File: config.mk
export PLATFORM = sky130hd
export DESIGN_NAME = ivl_timer
export DESIGN_NICKNAME = d
export VERILOG_FILES = /design/src/rtl/ivl_timer_pkg.sv /design/src/rtl/ivl_timer_decode.sv /design/src/rtl/ivl_timer_count.sv /design/src/rtl/ivl_timer_irq.sv /design/src/rtl/ivl_timer.sv
export SDC_FILE = /design/constraint.sdc
export NUM_CORES = 1
export LEC_CHECK = 0
export CORE_MARGIN = 3
export CORE_UTILIZATION = 47
export DETAILED_ROUTE_END_ITERATION = 10
export HOLD_SLACK_MARGIN = 0.03
export PLACE_DENSITY = 0.73
export SLEW_MARGIN = 15
export SYNTH_ARGS = -nofsm -noshare
export SYNTH_HDL_FRONTEND = slang
export SYNTH_HIERARCHICAL = 1
export SYNTH_SLANG_ARGS = --single-unit
File: constraint.sdc
create_clock -name clk -period 4.15 [get_ports clk]
set_input_delay 1.0375 -clock clk [delete_from_list [all_inputs] [get_ports clk]]
set_output_delay 1.0375 -clock clk [all_outputs]
set_load 0.05 [all_outputs]
File: src/rtl/ivl_timer_pkg.sv
package ivl_timer_pkg;
  // control command encodings
  localparam logic [7:0] CTL_HALT = 8'h00;
  localparam logic [7:0] CTL_RUN  = 8'h03;
  // interrupt-control byte layout
  localparam int IRQ_LVL_W    = 3;
  localparam int IRQ_EN_BIT   = 3;
  localparam int IRQ_PEND_BIT = 7;
endpackage

File: src/rtl/ivl_timer_decode.sv
module ivl_timer_decode
  import ivl_timer_pkg::*;
#(
  parameter int DATA_W = 8,
  parameter int NB     = 2,
  parameter int ADDR_W = 3,
  parameter int LVL_W  = IRQ_LVL_W
) (
  input  logic              wr,
  input  logic [ADDR_W-1:0] addr,
  input  logic [DATA_W-1:0] wdata,
  output logic [NB-1:0]     pl_we,
  output logic              cmd_clear,
  output logic              cmd_start,
  output logic              irq_we,
  output logic [LVL_W-1:0]  w_lvl,
  output logic              w_en,
  output logic              w_ack
);
  localparam int CTL_A = 2 * NB;
  localparam int IRQ_A = 2 * NB + 1;

  // preload byte i (i = 0 least significant) sits at address NB-1-i
  generate
    for (genvar i = 0; i < NB; i++) begin : g_pl_we
      assign pl_we[i] = wr && (addr == ADDR_W'(NB - 1 - i));
    end
  endgenerate

  logic ctl_hit;
  assign ctl_hit   = wr && (addr == ADDR_W'(CTL_A));
  assign cmd_clear = ctl_hit && (wdata == CTL_HALT);
  assign cmd_start = ctl_hit && (wdata == CTL_RUN);

  assign irq_we = wr && (addr == ADDR_W'(IRQ_A));
  assign w_lvl  = wdata[LVL_W-1:0];
  assign w_en   = wdata[IRQ_EN_BIT];
  assign w_ack  = irq_we && wdata[IRQ_PEND_BIT];
endmodule

File: src/rtl/ivl_timer_count.sv
module ivl_timer_count #(
  parameter int CNT_W  = 16,
  parameter int DATA_W = 8,
  parameter int NB     = CNT_W / DATA_W
) (
  input  logic              clk,
  input  logic              rst,
  input  logic              tick,
  input  logic [NB-1:0]     pl_we,
  input  logic [DATA_W-1:0] wdata,
  input  logic              cmd_clear,
  input  logic              cmd_start,
  output logic [CNT_W-1:0]  cnt,
  output logic [CNT_W-1:0]  preload,
  output logic              running,
  output logic              ovf
);
  // preload register, one byte lane per write strobe
  generate
    for (genvar i = 0; i < NB; i++) begin : g_pl
      always_ff @(posedge clk) begin
        if (rst)
          preload[i*DATA_W +: DATA_W] <= '0;
        else if (pl_we[i])
          preload[i*DATA_W +: DATA_W] <= wdata;
      end
    end
  endgenerate

  logic at_top;
  assign at_top = (cnt == {CNT_W{1'b1}});
  assign ovf    = running && tick && !cmd_clear && at_top;

  always_ff @(posedge clk) begin
    if (rst) begin
      cnt     <= '0;
      running <= 1'b0;
    end else if (cmd_clear) begin
      cnt     <= '0;
      running <= 1'b0;
    end else if (cmd_start && !running) begin
      cnt     <= preload;
      running <= 1'b1;
    end else if (running && tick) begin
      cnt <= at_top ? preload : cnt + 1'b1;
    end
  end

  a_r4_clear_stops: assert property (@(posedge clk) disable iff (rst)
    cmd_clear |=> (cnt == '0) && !running);
  a_r3_start_loads: assert property (@(posedge clk) disable iff (rst)
    (cmd_start && !running && !cmd_clear) |=> running && (cnt == $past(preload)));
  a_r5_hold_no_tick: assert property (@(posedge clk) disable iff (rst)
    (!tick && !cmd_clear && !(cmd_start && !running)) |=> $stable(cnt));
  a_r6_reload_on_wrap: assert property (@(posedge clk) disable iff (rst)
    ovf |=> (cnt == $past(preload)));
endmodule

File: src/rtl/ivl_timer_irq.sv
module ivl_timer_irq #(
  parameter int LVL_W = 3
) (
  input  logic             clk,
  input  logic             rst,
  input  logic             ovf,
  input  logic             irq_we,
  input  logic [LVL_W-1:0] w_lvl,
  input  logic             w_en,
  input  logic             w_ack,
  output logic             pend,
  output logic             en,
  output logic [LVL_W-1:0] lvl,
  output logic             irq_req
);
  logic pend_nxt, en_nxt;

  // a rollover in the same cycle as an acknowledge keeps the flag set
  assign pend_nxt = ovf ? 1'b1 : (w_ack ? 1'b0 : pend);
  assign en_nxt   = irq_we ? w_en : en;

  always_ff @(posedge clk) begin
    if (rst) begin
      pend    <= 1'b0;
      en      <= 1'b0;
      lvl     <= '0;
      irq_req <= 1'b0;
    end else begin
      pend    <= pend_nxt;
      en      <= en_nxt;
      irq_req <= pend_nxt && en_nxt;
      if (irq_we)
        lvl <= w_lvl;
    end
  end

  a_r9_rollover_wins: assert property (@(posedge clk) disable iff (rst)
    ovf |=> pend);
  a_r8_ack_clears: assert property (@(posedge clk) disable iff (rst)
    (w_ack && !ovf) |=> !pend);
  a_r10_req_matches: assert property (@(posedge clk) disable iff (rst)
    1'b1 |-> (irq_req == (pend && en)));
  a_r7_level_stored: assert property (@(posedge clk) disable iff (rst)
    irq_we |=> (lvl == $past(w_lvl)));
endmodule

File: src/rtl/ivl_timer.sv
module ivl_timer
  import ivl_timer_pkg::*;
#(
  parameter int CNT_W    = 16,
  parameter int DATA_W   = 8,
  parameter int LVL_W    = IRQ_LVL_W,
  localparam int NB      = CNT_W / DATA_W,
  localparam int ADDR_W  = $clog2(2 * NB + 2)
) (
  input  logic              clk,
  input  logic              rst,
  input  logic              tick_en,
  input  logic [ADDR_W-1:0] reg_addr,
  input  logic              reg_wr,
  input  logic [DATA_W-1:0] reg_wdata,
  output logic [DATA_W-1:0] reg_rdata,
  output logic              irq_req,
  output logic [LVL_W-1:0]  irq_level
);
  localparam int CTL_A = 2 * NB;
  localparam int IRQ_A = 2 * NB + 1;

  logic [NB-1:0]    pl_we;
  logic             cmd_clear, cmd_start, irq_we, w_en, w_ack;
  logic [LVL_W-1:0] w_lvl;
  logic [CNT_W-1:0] cnt, preload;
  logic             running, ovf, pend, en;

  ivl_timer_decode #(
    .DATA_W(DATA_W), .NB(NB), .ADDR_W(ADDR_W), .LVL_W(LVL_W)
  ) u_dec (
    .wr(reg_wr), .addr(reg_addr), .wdata(reg_wdata),
    .pl_we(pl_we), .cmd_clear(cmd_clear), .cmd_start(cmd_start),
    .irq_we(irq_we), .w_lvl(w_lvl), .w_en(w_en), .w_ack(w_ack)
  );

  ivl_timer_count #(
    .CNT_W(CNT_W), .DATA_W(DATA_W), .NB(NB)
  ) u_cnt (
    .clk(clk), .rst(rst), .tick(tick_en), .pl_we(pl_we), .wdata(reg_wdata),
    .cmd_clear(cmd_clear), .cmd_start(cmd_start),
    .cnt(cnt), .preload(preload), .running(running), .ovf(ovf)
  );

  ivl_timer_irq #(
    .LVL_W(LVL_W)
  ) u_irq (
    .clk(clk), .rst(rst), .ovf(ovf), .irq_we(irq_we), .w_lvl(w_lvl),
    .w_en(w_en), .w_ack(w_ack), .pend(pend), .en(en), .lvl(irq_level),
    .irq_req(irq_req)
  );

  // read mux, registered onto the port
  logic [DATA_W-1:0] rd_mux;
  always_comb begin
    rd_mux = '0;
    for (int i = 0; i < NB; i++) begin
      if (reg_addr == ADDR_W'(NB - 1 - i))
        rd_mux = preload[i*DATA_W +: DATA_W];
      if (reg_addr == ADDR_W'(2 * NB - 1 - i))
        rd_mux = cnt[i*DATA_W +: DATA_W];
    end
    if (reg_addr == ADDR_W'(CTL_A))
      rd_mux = running ? CTL_RUN : CTL_HALT;
    if (reg_addr == ADDR_W'(IRQ_A)) begin
      rd_mux[LVL_W-1:0]    = irq_level;
      rd_mux[IRQ_EN_BIT]   = en;
      rd_mux[IRQ_PEND_BIT] = pend;
    end
  end

  always_ff @(posedge clk) begin
    if (rst)
      reg_rdata <= '0;
    else
      reg_rdata <= rd_mux;
  end

  a_r2_rdata_follows: assert property (@(posedge clk) disable iff (rst)
    (reg_addr == ADDR_W'(CTL_A)) |=> (reg_rdata == ($past(running) ? CTL_RUN : CTL_HALT)));
endmodule

### Word-level counts from Yosys, hierarchy flattened

Cells that the tools add are included.

| storage, ports and cells | value |
|---|---|
| register bits | 47 |
| bits in latches | 0 |
| RAM bits | 0 |
| bits in read-only memories | 0 |
| input bits | 15 |
| output and inout bits | 12 |
| logic and storage cells | 49 |
| memories | 0 |

| cells by class | value |
|---|---|
| $add $sub $neg | 1 |
| $mul | 0 |
| divide/modulo/power cells | 0 |
| magnitude comparators | 0 |
| eq/ne operators | 7 |
| shifts and indexed selects | 0 |
| multiplexer cells | 14 |
| bitwise operators | 0 |
| reductions and logical operators | 18 |

Operators by type and width:

| kind | number |
|---|---|
| $mux 16 | 3 |
| $mux 8 | 5 |
| $add 16x1->16 const B | 1 |
| $eq 16x16->1 const B | 1 |
| $logic_and 1x1->1 | 12 |
| $eq 8x2->1 const B | 1 |
| $logic_not 8->1 | 1 |
| $eq 3x2->1 const B | 2 |
| $eq 3x3->1 const B | 2 |
| $mux 1 | 4 |
| $mux 4 | 1 |
| $eq 3x1->1 const B | 1 |
| $logic_not 3->1 | 1 |
| $logic_not 1->1 | 2 |
| $mux 2 | 1 |
| $reduce_bool 2->1 | 1 |
| $reduce_or 2->1 | 1 |

### Depth between registers and ports, before layout

Gate-level depths: netlist of run 1.

| depth | value |
|---|---|
| word-level depth | 8 |
| depth in mapped cells | 9 |
| gate-level depth less buffers | 7 |

### By module

The synthesis of run 1 kept the hierarchy.

By module, submodules not included:

| module | instances | cells each | area each (um^2) | seq. area each (um^2) |
|---|---|---|---|---|
| ivl_timer_count | 1 | 204 | 1707.9 | 660.6 |
| ivl_timer | 1 | 44 | 528.0 | 160.2 |
| ivl_timer_irq | 1 | 19 | 207.7 | 120.1 |
| ivl_timer_decode | 1 | 16 | 118.9 | 0.0 |

### Worst setup path after synthesis of run 1

OpenSTA, ideal clock, no wires.

| timing path | value |
|---|---|
| path type | input port to flip-flop |
| from | input reg_wdata[7] |
| to | register u_cnt.cnt[12] |
| library setup time | 0.123 ns |
| arrival time | 2.990 ns |
| data required time | 4.027 ns |
| setup slack | 1.037 ns |
| stages | 9 |
| path buffers | 2 |
| cell sequence | or4_4 -> nor4_1 -> nor2b_1 -> clkbuf_1 -> a21o_1 -> buf_2 -> nand4_1 -> o211ai_1 -> a21boi_1 |

| on the way | value |
|---|---|
| cells in the longest elaborated chain, start to end | 4 |
| elaborated cells between the ends (all ways) | 8 |
| those cells by class | eq/ne: 1; mux: 1; reduce/logical: 6 |

RTL lines:

| what | line | text |
|---|---|---|
| from (decl) | ivl_timer.sv:15 | `input logic [DATA_W-1:0] reg_wdata,` |
| $eq 8x2->1 (*) | ivl_timer_decode.sv:33 | `assign cmd_start = ctl_hit && (wdata == CTL_RUN);` |
| $logic_and 1x1->1 (*) | ivl_timer_decode.sv:33 |  |
| named net cmd_start | ivl_timer.sv:24 | `logic cmd_clear, cmd_start, irq_we, w_en, w_ack;` |
| $logic_and 1x1->1 (*) | ivl_timer_count.sv:41 | `end else if (cmd_start && !running) begin` |
| $mux 16 or $reduce_bool 2->1 (tied branches) | - |  |
| to (signal assigned) | ivl_timer_count.sv:42 | `cnt <= preload;` |
| to (signal assigned) | ivl_timer_count.sv:45 | `cnt <= at_top ? preload : cnt + 1'b1;` |
| to (decl) | ivl_timer_count.sv:13 | `output logic [CNT_W-1:0] cnt,` |

The timed path passes the listed nets; every way through them passes the cells marked *.
A chain may end at the register's enable or synchronous reset.

### Worst setup path after layout of run 1

| timing path | value |
|---|---|
| from | input reg_wdata[7] |
| to | register u_cnt.cnt[2] |

The elaborated chain is that of the path after synthesis.

==> metrics.md, run 1 <==
| Metric | Value |
|---|---|
| Worst-Margin Slew | between 1000 and 1500 ps |
| Design Power | 822 uW |
| Final ANT Viol Nets | 0 |
| Post-synth top area share | 0.367 |
| Synth Area in XOR/XNOR | 0 |
| Core Area | between 5000 and 6000 um^2 |
| # DRC | 0 |
| Clock Latency Late Sink | roughly 300 ps |
| Crit-path max FO | 11 |
| Post-synthesis compound-gate area fraction | 0.139 |
| Buffers on Ports | 26 |
| CTS resizes | 0 |
| Total GRT Usage | 0.214 |
| Layout cells sized above 1 | 0.102 |
| Row cnt | 26 |
| CTS tree | done |
| #FFs+latches synth | 47 |
| Die height | ~80 um |
| Die width | roughly 80 um |
| Hold buffer count at cts | 0 |
| Initial Util | 0.492 |
| I/O pins | 27 |
| Rel. slew slack | 0.301 |
| Largest family of logic cells by synthesized area | simple AND/OR/NAND/NOR gates |
| Placed Instances | between 300 and 400 |
| Synth top area cells | dfxtp_1 (37%), mux2i_1 (13%), nor2_1 (4.2%), mux4_1 (3.1%), a31oi_1 (2.9%) |
| FMAX | around 280 MHz |
| Simple-gate portion of the synthesized area | 0.273 |
| Skew final | between 3 and 4 ps |
| Final setup fails | 0 |
| Clock Path Buffers | 2 |
| Static Leakage | 0.00102 uW |
| DRT Wirelength | about 6600 um |
| Die footprint | between 6000 and 7000 um^2 |
| Layout Cells excl Fill | ~380 |
| Vias in the first global route | between 1.5k and 2k |
| CP max stage delay | approximately 570 ps |
| Htree depth | 2 |
| Drt pass-1 iters | 5 |
| Mapped Area | 2560 um^2 |
| Most frequent cells in the layout | dfxtp_1 (47), mux2i_1 (32), nor2_1 (29) |
| Worst hold margin | 497 ps |
| Setup tns final | 0 ps |
| Post-synthesis instance total | ~280 |
| RSZ-0062 raised after global routing | false |
| Final period util | 0.853 |
| Largest net degree at the start of global routing | 32 |
| Final hold vios | 0 |
| CP endpoint kind | register |
| Total CTS buffers | 5 |
| Clk sinks | 47 |
| Initial antenna violation count | 0 |
| DP HPWL | approximately 4700 um |
| Synth async-reset ratio | 0 |
| Startpoint class of the critical path | primary input |
| Critical path class | primary input to register |
| Number of synthesis warnings | 6 |
| Clock root cell | clkbuf_8 |
| Crit path required time | approximately 4400 ps |
| Status | completed |
| Minimum clock period | between 3000 and 4000 ps |
| Max Cap Viol | 0 |
| Seq/Total Area, Yosys | 0.367 |
| Power Dens Cells | between 200 and 300 nW/um^2 |
| Dominant synthesized flop cell | dfxtp_1 |
| ANT cells | 0 |
| Setup Fix Bufs, Post-CTS | 0 |
| Cell taking the most area after synthesis | dfxtp_1 |
| Arr. time, crit path | about 3800 ps |
| Average cell area after synthesis | around 9 um^2 |
| Post-Syn Nets | ~300 |
| GRT overflow | 0 |
| Synthesis-to-layout area growth | 14.9% |
| Total number of vias | between 2k and 2.5k |
| Clock slew seen by the registers of the worst setup and hold paths | 90 ps |
| Routability congestion estimate | 0.946 |
| Nets | 320 |
| Mux contribution to synthesized area | 0.156 |
| Pins Over Slew Limit | 0 |
| Worst VDD drop | roughly 0.16 mV |
| # fillers | between 400 and 500 |
| Most common cell after layout, fill and taps aside | dfxtp_1 |
| Iteration-0 DRC Markers | between 300 and 400 |
| Post-synth EDFFs | 0 |
| Vias per cell | between 6 and 7 |
| Post-Synth Adder-Cell Area | 0.00488 |
| Critical Path Slowest Stage Cell | or4_4 |
| Hold Crit Class | register to register |
| First-pass GRT wire length | ~10000 um |
| Yosys cell types | 55 |
| Avg WL per Cell | between 15 and 20 um |
| Worst-path cell chain | clkdlybuf4s50_1 > or4_4 > nor4_1 > nor2b_1 > buf_4 > a21o_1 > buf_4 > nand4b_1 > a31oi_1 |
| CP most frequent cell | buf_4 |
-- report_power, final --
part | switching, uW | internal [uW]
clock network | 153 | 137
registers | 6.64 | 456
logic | 37.2 | 32.4
total | 197 | 625
-- area by class of cell --
| type | instances | area [um^2] | share of cell area |
|---|---|---|---|
| clock inverter | 1 | 8.76 | 0.00297 |
| multi-input combinational | 209 | 1470 | 0.498 |
| inverter | 5 | 18.8 | 0.00637 |
| timing repair buffer | 36 | 335 | 0.114 |
| sequential | 47 | 941 | 0.320 |
| clock buffer | 7 | 86.3 | 0.0293 |
| tap | 70 | 87.6 | 0.0297 |
-- cells by family (layout without fill, tap and decap cells) --
group / count (synthesis) / in the layout
AOI/OAI and AO/OA: 51 / 51
DFF: 47 / 47
buffers and inverters: 27 / 49
and+or+nand+nor: 122 / 122
muxes: 35 / 35
adders and majority gates: 1 / 1
-- worst max-delay path: cells and delay by family --
kind	cells	cell delay [ps]
buffers and inverters	3	930
AOI/OAI and AO/OA	2	510
and+or+nand+nor	4	1290
-- worst paths after layout --
kind	from	depth (start not counted)	to	slack [ps]
max	reg_wdata[7]	9	u_cnt/cnt[2]$_SDFFE_PP0P_	610
min	u_irq/pend$_SDFF_PP0_	1	reg_rdata[7]$_SDFF_PP0_	500
max reg2reg	u_cnt/cnt[0]$_SDFFE_PP0P_	6	u_cnt/cnt[9]$_SDFFE_PP0P_	1780
min reg2reg	u_irq/pend$_SDFF_PP0_	1	reg_rdata[7]$_SDFF_PP0_	500
-- layer usage --
layer,vias up,track usage,wire [um]
met2,124,0.330,3010
li1,1094,-,-
met3,8,0.0361,547
met1,1070,0.303,2900
met5,-,0,0
met4,0,0.0726,92
-- through the flow --
step / utilization / cell area, um^2 / setup slack [ps]
3_3_place_gp: 0.547 / 2850 / 478
2_1_floorplan: - / 2560 / 1040
4_1_cts: 0.566 / 2940 / 665
5_1_grt: 0.566 / 2940 / 420
6_report: 0.566 / 2940 / 611
3_5_place_dp: 0.547 / 2850 / 367
-- cells in the mapped netlist, types with 2 or more instances --
library cell	number
dfxtp_1	47
mux2i_1	32
nor2_1	29
nand2_1	20
nand3_1	13
a31oi_1	12
clkbuf_1	9
nor3_1	8
a21oi_1	6
nor4_1	6
a21o_1	5
buf_4	5
inv_1	5
o21ai_0	5
o21ai_1	5
and3_1	4
buf_6	4
nand4_1	4
nor3b_1	4
or4_1	4
and2_1	3
buf_2	3
mux4_1	3
nand4b_1	3
o22ai_1	3
or3_1	3
a211oi_1	2
a2bb2oi_1	2
and4_1	2
nand4_2	2
nor2b_1	2
o21ai_2	2
o22a_1	2
or2_1	2
or3b_1	2
-- flip-flops by register name, indices dropped and copies added, names as in the netlist --
register       cells
u_irq/irq_req      1
u_irq/pend         1
u_cnt/running      1
u_irq/lvl          3
u_irq/en           1
u_cnt/preload     16
u_cnt/cnt         16
reg_rdata          8
Power figures use the tool's default switching activity.
==> run 2, diff against run 1 <==
- TNS_END_PERCENT: unset -> 20
==> results of run 2 <==
No change in the layout: final DEF, timing and power equal those of run 1.
